## src/rtl/resv_pkg.sv

```systemverilog
package resv_pkg;
  typedef enum logic [1:0] {
    OP_LOAD  = 2'd0,
    OP_STORE = 2'd1,
    OP_LL    = 2'd2,
    OP_SC    = 2'd3
  } op_e;
endpackage

```

## src/rtl/resv_arb.sv

```systemverilog
module resv_arb #(
  parameter int N  = 4,
  parameter int IW = (N > 1) ? $clog2(N) : 1
) (
  input  logic         clk,
  input  logic         rst_n,
  input  logic [N-1:0] valid,
  output logic [N-1:0] gnt,
  output logic [IW-1:0] gidx,
  output logic         any
);
  always_comb begin
    gnt  = '0;
    gidx = '0;
    any  = 1'b0;
    for (int i = 0; i < N; i++) begin
      if (valid[i] && !any) begin
        gnt[i] = 1'b1;
        gidx   = IW'(i);
        any    = 1'b1;
      end
    end
  end

  AST_ONE_GRANT: assert property (@(posedge clk) disable iff (!rst_n)
    $onehot0(gnt)) else $error("more than one grant");
  AST_GRANT_LOWEST: assert property (@(posedge clk) disable iff (!rst_n)
    (gnt != '0) |-> ((valid & (gnt - N'(1))) == '0)) else $error("grant skipped lower requester");
endmodule

```

## src/rtl/resv_table.sv

```systemverilog
module resv_table #(
  parameter int N  = 4,
  parameter int AW = 3,
  parameter int IW = (N > 1) ? $clog2(N) : 1
) (
  input  logic          clk,
  input  logic          rst_n,
  input  logic          ll_en,
  input  logic [IW-1:0] ll_id,
  input  logic [AW-1:0] ll_addr,
  input  logic          wr_en,
  input  logic [AW-1:0] wr_addr,
  input  logic [IW-1:0] chk_id,
  input  logic [AW-1:0] chk_addr,
  output logic          chk_hit
);
  logic [N-1:0]  ent_v;
  logic [AW-1:0] ent_a [N];

  for (genvar g = 0; g < N; g++) begin : g_ent
    always_ff @(posedge clk) begin
      if (!rst_n) begin
        ent_v[g] <= 1'b0;
        ent_a[g] <= '0;
      end else if (ll_en && ll_id == IW'(g)) begin
        ent_v[g] <= 1'b1;
        ent_a[g] <= ll_addr;
      end else if (wr_en && ent_v[g] && ent_a[g] == wr_addr) begin
        ent_v[g] <= 1'b0;
      end
    end

    AST_WRITE_CLEARS: assert property (@(posedge clk) disable iff (!rst_n)
      (wr_en && !ll_en) |=> !(ent_v[g] && ent_a[g] == $past(wr_addr))) else $error("reservation survived write");
  end

  always_comb begin
    chk_hit = 1'b0;
    for (int i = 0; i < N; i++)
      if (chk_id == IW'(i)) chk_hit = ent_v[i] && ent_a[i] == chk_addr;
  end

  AST_LL_RESERVES: assert property (@(posedge clk) disable iff (!rst_n)
    ll_en |=> (ent_v[$past(ll_id)] && ent_a[$past(ll_id)] == $past(ll_addr))) else $error("linked load not recorded");
endmodule

```

## src/rtl/resv_mem.sv

```systemverilog
module resv_mem #(
  parameter int AW = 3,
  parameter int DW = 16,
  localparam int DEPTH = 1 << AW
) (
  input  logic          clk,
  input  logic          rst_n,
  input  logic          we,
  input  logic [AW-1:0] addr,
  input  logic [DW-1:0] wdata,
  output logic [DW-1:0] rdata
);
  logic [DW-1:0] words [DEPTH];

  for (genvar g = 0; g < DEPTH; g++) begin : g_word
    always_ff @(posedge clk) begin
      if (!rst_n)                         words[g] <= '0;
      else if (we && addr == AW'(g))      words[g] <= wdata;
    end
  end

  assign rdata = words[addr];
endmodule

```

## src/rtl/resv_monitor.sv

```systemverilog
module resv_monitor
  import resv_pkg::*;
#(
  parameter int N_REQ = 4,
  parameter int AW    = 3,
  parameter int DW    = 16,
  localparam int IW   = (N_REQ > 1) ? $clog2(N_REQ) : 1
) (
  input  logic                clk,
  input  logic                rst_n,
  input  logic [N_REQ-1:0]    req_valid,
  input  logic [2*N_REQ-1:0]  req_op,
  input  logic [AW*N_REQ-1:0] req_addr,
  input  logic [DW*N_REQ-1:0] req_wdata,
  output logic [N_REQ-1:0]    req_ready,
  output logic [N_REQ-1:0]    rsp_valid,
  output logic [DW-1:0]       rsp_rdata,
  output logic                rsp_ok
);
  logic [N_REQ-1:0] gnt;
  logic [IW-1:0]    gidx;
  logic             any_gnt;
  op_e              sel_op;
  logic [AW-1:0]    sel_addr;
  logic [DW-1:0]    sel_wdata;
  logic             res_hit;
  logic             sc_pass;
  logic             mem_we;
  logic [DW-1:0]    mem_rdata;

  resv_arb #(.N(N_REQ), .IW(IW)) u_arb (
    .clk(clk), .rst_n(rst_n), .valid(req_valid),
    .gnt(gnt), .gidx(gidx), .any(any_gnt)
  );

  always_comb begin
    sel_op    = OP_LOAD;
    sel_addr  = '0;
    sel_wdata = '0;
    for (int i = 0; i < N_REQ; i++) begin
      if (gnt[i]) begin
        sel_op    = op_e'(req_op[2*i +: 2]);
        sel_addr  = req_addr[AW*i +: AW];
        sel_wdata = req_wdata[DW*i +: DW];
      end
    end
  end

  assign sc_pass = any_gnt && sel_op == OP_SC && res_hit;
  assign mem_we  = any_gnt && (sel_op == OP_STORE || sc_pass);

  resv_table #(.N(N_REQ), .AW(AW), .IW(IW)) u_table (
    .clk(clk), .rst_n(rst_n),
    .ll_en(any_gnt && sel_op == OP_LL), .ll_id(gidx), .ll_addr(sel_addr),
    .wr_en(mem_we), .wr_addr(sel_addr),
    .chk_id(gidx), .chk_addr(sel_addr), .chk_hit(res_hit)
  );

  resv_mem #(.AW(AW), .DW(DW)) u_mem (
    .clk(clk), .rst_n(rst_n), .we(mem_we), .addr(sel_addr),
    .wdata(sel_wdata), .rdata(mem_rdata)
  );

  always_ff @(posedge clk) begin
    if (!rst_n) begin
      rsp_valid <= '0;
      rsp_rdata <= '0;
      rsp_ok    <= 1'b0;
    end else begin
      rsp_valid <= gnt;
      if (any_gnt) begin
        rsp_rdata <= mem_rdata;
        rsp_ok    <= (sel_op != OP_SC) || res_hit;
      end
    end
  end

  assign req_ready = gnt;

  AST_RSP_AFTER_GRANT: assert property (@(posedge clk) disable iff (!rst_n)
    1'b1 |=> rsp_valid == $past(req_ready)) else $error("response strobe mismatch");
  AST_SC_FAIL_SILENT: assert property (@(posedge clk) disable iff (!rst_n)
    (any_gnt && sel_op == OP_SC && !res_hit) |-> !mem_we) else $error("failing conditional store wrote");
endmodule

```

## config.mk

```make
export PLATFORM = sky130hd
export DESIGN_NAME = resv_monitor
export DESIGN_NICKNAME = d
export VERILOG_FILES = /design/src/rtl/resv_pkg.sv /design/src/rtl/resv_arb.sv /design/src/rtl/resv_table.sv /design/src/rtl/resv_mem.sv /design/src/rtl/resv_monitor.sv
export SDC_FILE = /design/constraint.sdc
export NUM_CORES = 1
export LEC_CHECK = 0
export ABC_AREA = 0
export BUFFER_PORTS_ARGS = -buffer_cell sky130_fd_sc_hd__clkbuf_2
export CAP_MARGIN = 15
export CORE_MARGIN = 3
export CORE_UTILIZATION = 45
export CTS_BUF_LIST = sky130_fd_sc_hd__clkbuf_4 sky130_fd_sc_hd__clkbuf_8
export DETAILED_ROUTE_END_ITERATION = 10
export HOLD_SLACK_MARGIN = 0.15
export SLEW_MARGIN = 15
export SYNTH_ARGS = -nofsm -noshare
export SYNTH_HDL_FRONTEND = slang
export SYNTH_SLANG_ARGS = --single-unit
export TNS_END_PERCENT = 100
```

## constraint.sdc

```tcl
create_clock -name clk -period 5.65 [get_ports clk]
set_input_delay 0.565 -clock clk [delete_from_list [all_inputs] [get_ports clk]]
set_output_delay 0.565 -clock clk [all_outputs]
set_load 0.05 [all_outputs]
```

==> run_results.csv <==
group,metric,value,unit
setup_path,critPathBufInv,3,
outcome,outcome,"complete, no violations",
global_route,antenna_found_initial,0,
power,power.share.switching,31.77,%
flow_run,cap_viol_max_count,0,
die,chipWidth,152.7,um
setup_path,worst_path_largest_cell_delay,0.73,ns
yosys,synth_compound_gate_area_share,11.61,%
power,ir_drop,0.1685,mV
layout,mostFrequentLayoutCells,"sky130_fd_sc_hd__nand3_1, sky130_fd_sc_hd__edfxtp_1, sky130_fd_sc_hd__nand2_1, sky130_fd_sc_hd__clkbuf_2, sky130_fd_sc_hd__nor2_1",
timing,final_max_slew_viol_count,0,
layout,antenna-diode-count,0,
route,postRouteAntennaNets,0,
power,power_frac_clock,31.0,%
clock_network,cts_hold_buffers,0,
route,post-route-drc-count,0,
global_route,grt_util_all_layers,23.37,%
route,routed_wirelength,27020,um
yosys,muxShareOfSynthArea,0,%
yosys,dominantRegCellSynth,"sky130_fd_sc_hd__edfxtp_1",
route,drtIter0Drc,739,
timing,rsz_0062_raised_after_global_routing,"false",
yosys,synth-warning-count,0,
die,overall_die_area,23310,sq um
setup_path,setup.worst_path.start_class,"input pin",
yosys,synth-async-reset-ratio,0,%
timing,fmax,235.1,MHz
route,drt_first_pass_iters,5,
power,intPower,2.038,mW
clock_network,clock_tree_from_tritoncts,"done",
yosys,synth_sequential_area_ratio,48.60,%
route,wire_per_inst,20.46,um
timing,tightestPinTransition,1.082,ns
yosys,synth_area,9679,sq um
setup_path,path_cells,"clkbuf_2 -> or4b_4 -> clkinv_8 -> a211o_1 -> nand2_2 -> xnor2_1 -> a41oi_1 -> o32a_4 -> buf_12 -> nor2_1",
global_route,grt_max_degree,90,
die,start_util,45.90,%
timing,timing.clock.skew,0.008327,ns
setup_path,timing.critical_path.max_delay_family,"compound AO/OA/AOI/OAI gates",
clock_network,deepest_clock_path_buffer_count,2,
timing,maxSlewHeadroom,27.69,%
yosys,ys_types,56,
timing,fin_worst_hold_slack,0.4758,ns
power,p_per_cell_area,277.9,nW/um^2
die,core_area,21090,sq um
yosys,ys_ff_latch,165,
layout,final_util,50.96,%
yosys,synth_top_family_by_area,"simple AND/OR/NAND/NOR gates",
setup_path,worst-path-max-fanout,76,
die,std_cell_rows,53,
power,power.static_leakage,3.752,nW
clock_network,number_of_clock_buffers_inserted_by_tritoncts,17,
min_path,hold_path.class,"input pin to flip-flop",
yosys,syn_nets,1053,
layout,area_of_the_multi_input_gates,4418,sq um
yosys,yosys.area_share.adder,0,%
clock_network,clkLatencyLatePin,0.47,ns
layout,final_common_cell,"sky130_fd_sc_hd__nand3_1",
layout,final-seq-area,4705,sq um
setup_path,timing.critical_path.required,5.84,ns
clock_network,post_cts_resized,0,
layout,post_route_cells_drive_above_1_share,28.87,%
layout,fill_cells,1966,
layout,flow.area_growth_from_synthesis,11.03,%
setup_path,crit_arrival,4.45,ns
clock_network,ctsRootBufferMaster,"sky130_fd_sc_hd__clkbuf_8",
placed_design,io_buffers,114,
layout,nets,1124,
yosys,postSynthCellCount,963,
power,fin_total_pwr,2.987,mW
timing,report.final.setup_viol,0,
setup_path,critPathKind,"input pin to flip-flop",
timing,timing_hold_violations_final,0,
die,floorplan.io_pins,115,
clock_network,cts_setup_buffers,0,
route,post_drt_via_cell_ratio,5.717,
placed_design,routabilityCongestion,0.8252,
setup_path,critPathCaptureType,"flip-flop",
clock_network,clk_pin_slew_worst_paths,0.09,ns
yosys,synth-simple-area-share,32.74,%
placed_design,dpl-instance-area,10330,sq um
yosys,synth_xor_xnor_area_share,0.7239,%
die,die-height,152.7,um
timing,finalCriticalPeriod,4.254,ns
layout,post-route-cell-area,10750,sq um
yosys,synth.avg_cell_area,10.05,sq um
setup_path,crit_slowest_cell,"sky130_fd_sc_hd__or4b_4",
power,combPwrFrac,21.9,%
route,via_count,7552,
power,part_of_the_power_in_registers,47.1,%
timing,share_of_the_clock_period_used_by_the_worst_path,75.30,%
global_route,grt_pass1_vias,7427,
placed_design,detailed_place_hpwl,17810,um
global_route,grt_remaining_overflow,0,
global_route,grt_first_pass_wirelength,42960,um
yosys,synth_edf_count,140,
clock_network,htree_levels,4,
power,switching_power,0.9489,mW
timing,setup_tns,0,ns
clock_network,cts_sinks,165,
## state kept, by name, summed over array words and instances (netlist names)
signal and count:
u_table.ent_v 4, rsp_ok 1, rsp_rdata 16, rsp_valid 4, u_mem.words 128, u_table.ent_a 12
## power by group through the flow
stage	combinational (mW)	sequential (mW)	clock, mW
3_3_place_gp	0.653	1.43	0
4_1_cts	0.657	1.41	0.935
2_1_floorplan	0.434	1.48	0
5_1_grt	0.706	1.41	0.979
6_report	0.655	1.41	0.926
3_5_place_dp	0.655	1.43	0
## area by class of cell
class,instances,area share [%]
clock buffers,20,2.387
clock inverters,11,1.479
inverters,7,0.3609
multi-input cells,697,41.11
flip-flops and latches,165,43.78
well taps,275,3.202
repair buffers,146,7.684
## per-layer routing
metal  global-route usage, %  vias to the layer above  routed length [um]
met5                       0                        -                   0
met2                   37.74                      224               13100
met1                   33.29                     3676               11800
met4                   6.237                        0                 463
met3                   3.209                       28                1660
li1                        -                     3624                   -
## stage by stage
step,setup slack (ns),instances
6_report,1.396,1321
5_1_grt,1.104,1321
4_1_cts,1.431,1321
3_5_place_dp,0.9446,1290
3_3_place_gp,1.058,1290
2_1_floorplan,1.229,963
## final timing paths
path                            slack [ns]                start                 end  cells past startpoint
worst max-delay path                  1.40         req_valid[1]  u_mem.words[7][12]                     10
worst min-delay path                  0.48         req_valid[2]        rsp_valid[2]                      3
worst max register to register        2.32  u_table.ent_a[0][2]  u_mem.words[7][12]                      7
worst min register to register        0.49     u_table.ent_v[1]    u_table.ent_v[1]                      2
## Yosys cell counts (3+ instances only)
cell type | number | share of area (%)
sky130_fd_sc_hd__buf_12 | 10 | 2.1
sky130_fd_sc_hd__nand3_1 | 161 | 8.3
sky130_fd_sc_hd__buf_1 | 3 | 0.12
sky130_fd_sc_hd__nand2_1 | 121 | 4.7
sky130_fd_sc_hd__nand2b_1 | 5 | 0.32
sky130_fd_sc_hd__a21oi_1 | 4 | 0.21
sky130_fd_sc_hd__xnor2_1 | 8 | 0.72
sky130_fd_sc_hd__buf_6 | 5 | 0.58
sky130_fd_sc_hd__a21o_1 | 5 | 0.39
sky130_fd_sc_hd__nor4b_2 | 3 | 0.47
sky130_fd_sc_hd__a311oi_1 | 16 | 1.4
sky130_fd_sc_hd__and2_1 | 4 | 0.26
sky130_fd_sc_hd__and3_1 | 19 | 1.2
sky130_fd_sc_hd__nor2_4 | 100 | 12
sky130_fd_sc_hd__o21ai_0 | 14 | 0.72
sky130_fd_sc_hd__a221oi_1 | 17 | 1.5
sky130_fd_sc_hd__a211oi_1 | 33 | 2.6
sky130_fd_sc_hd__edfxtp_1 | 140 | 43
sky130_fd_sc_hd__a22oi_1 | 17 | 1.3
sky130_fd_sc_hd__dfxtp_1 | 25 | 5.2
sky130_fd_sc_hd__nor2b_1 | 3 | 0.19
sky130_fd_sc_hd__nor3_1 | 4 | 0.21
sky130_fd_sc_hd__a31oi_1 | 16 | 1.0
sky130_fd_sc_hd__and3b_1 | 3 | 0.27
sky130_fd_sc_hd__clkbuf_1 | 72 | 2.8
sky130_fd_sc_hd__nor2_1 | 115 | 4.5
sky130_fd_sc_hd__inv_1 | 6 | 0.23
## cell families after synthesis
family / after synthesis
buf+inv: 101
xor+xnor: 8
flops: 165
simple gates: 546
compound gates: 143
## worst reg2reg max path: cells and delay by family (launching register included)
family | cells | cell delay, ns
AOI/OAI and AO/OA | 4 | 1.54
buffers and inverters | 1 | 0.69
DFF | 1 | 0.44
and+or+nand+nor | 2 | 0.37
Note: power is estimated with default switching activity, not from simulation.
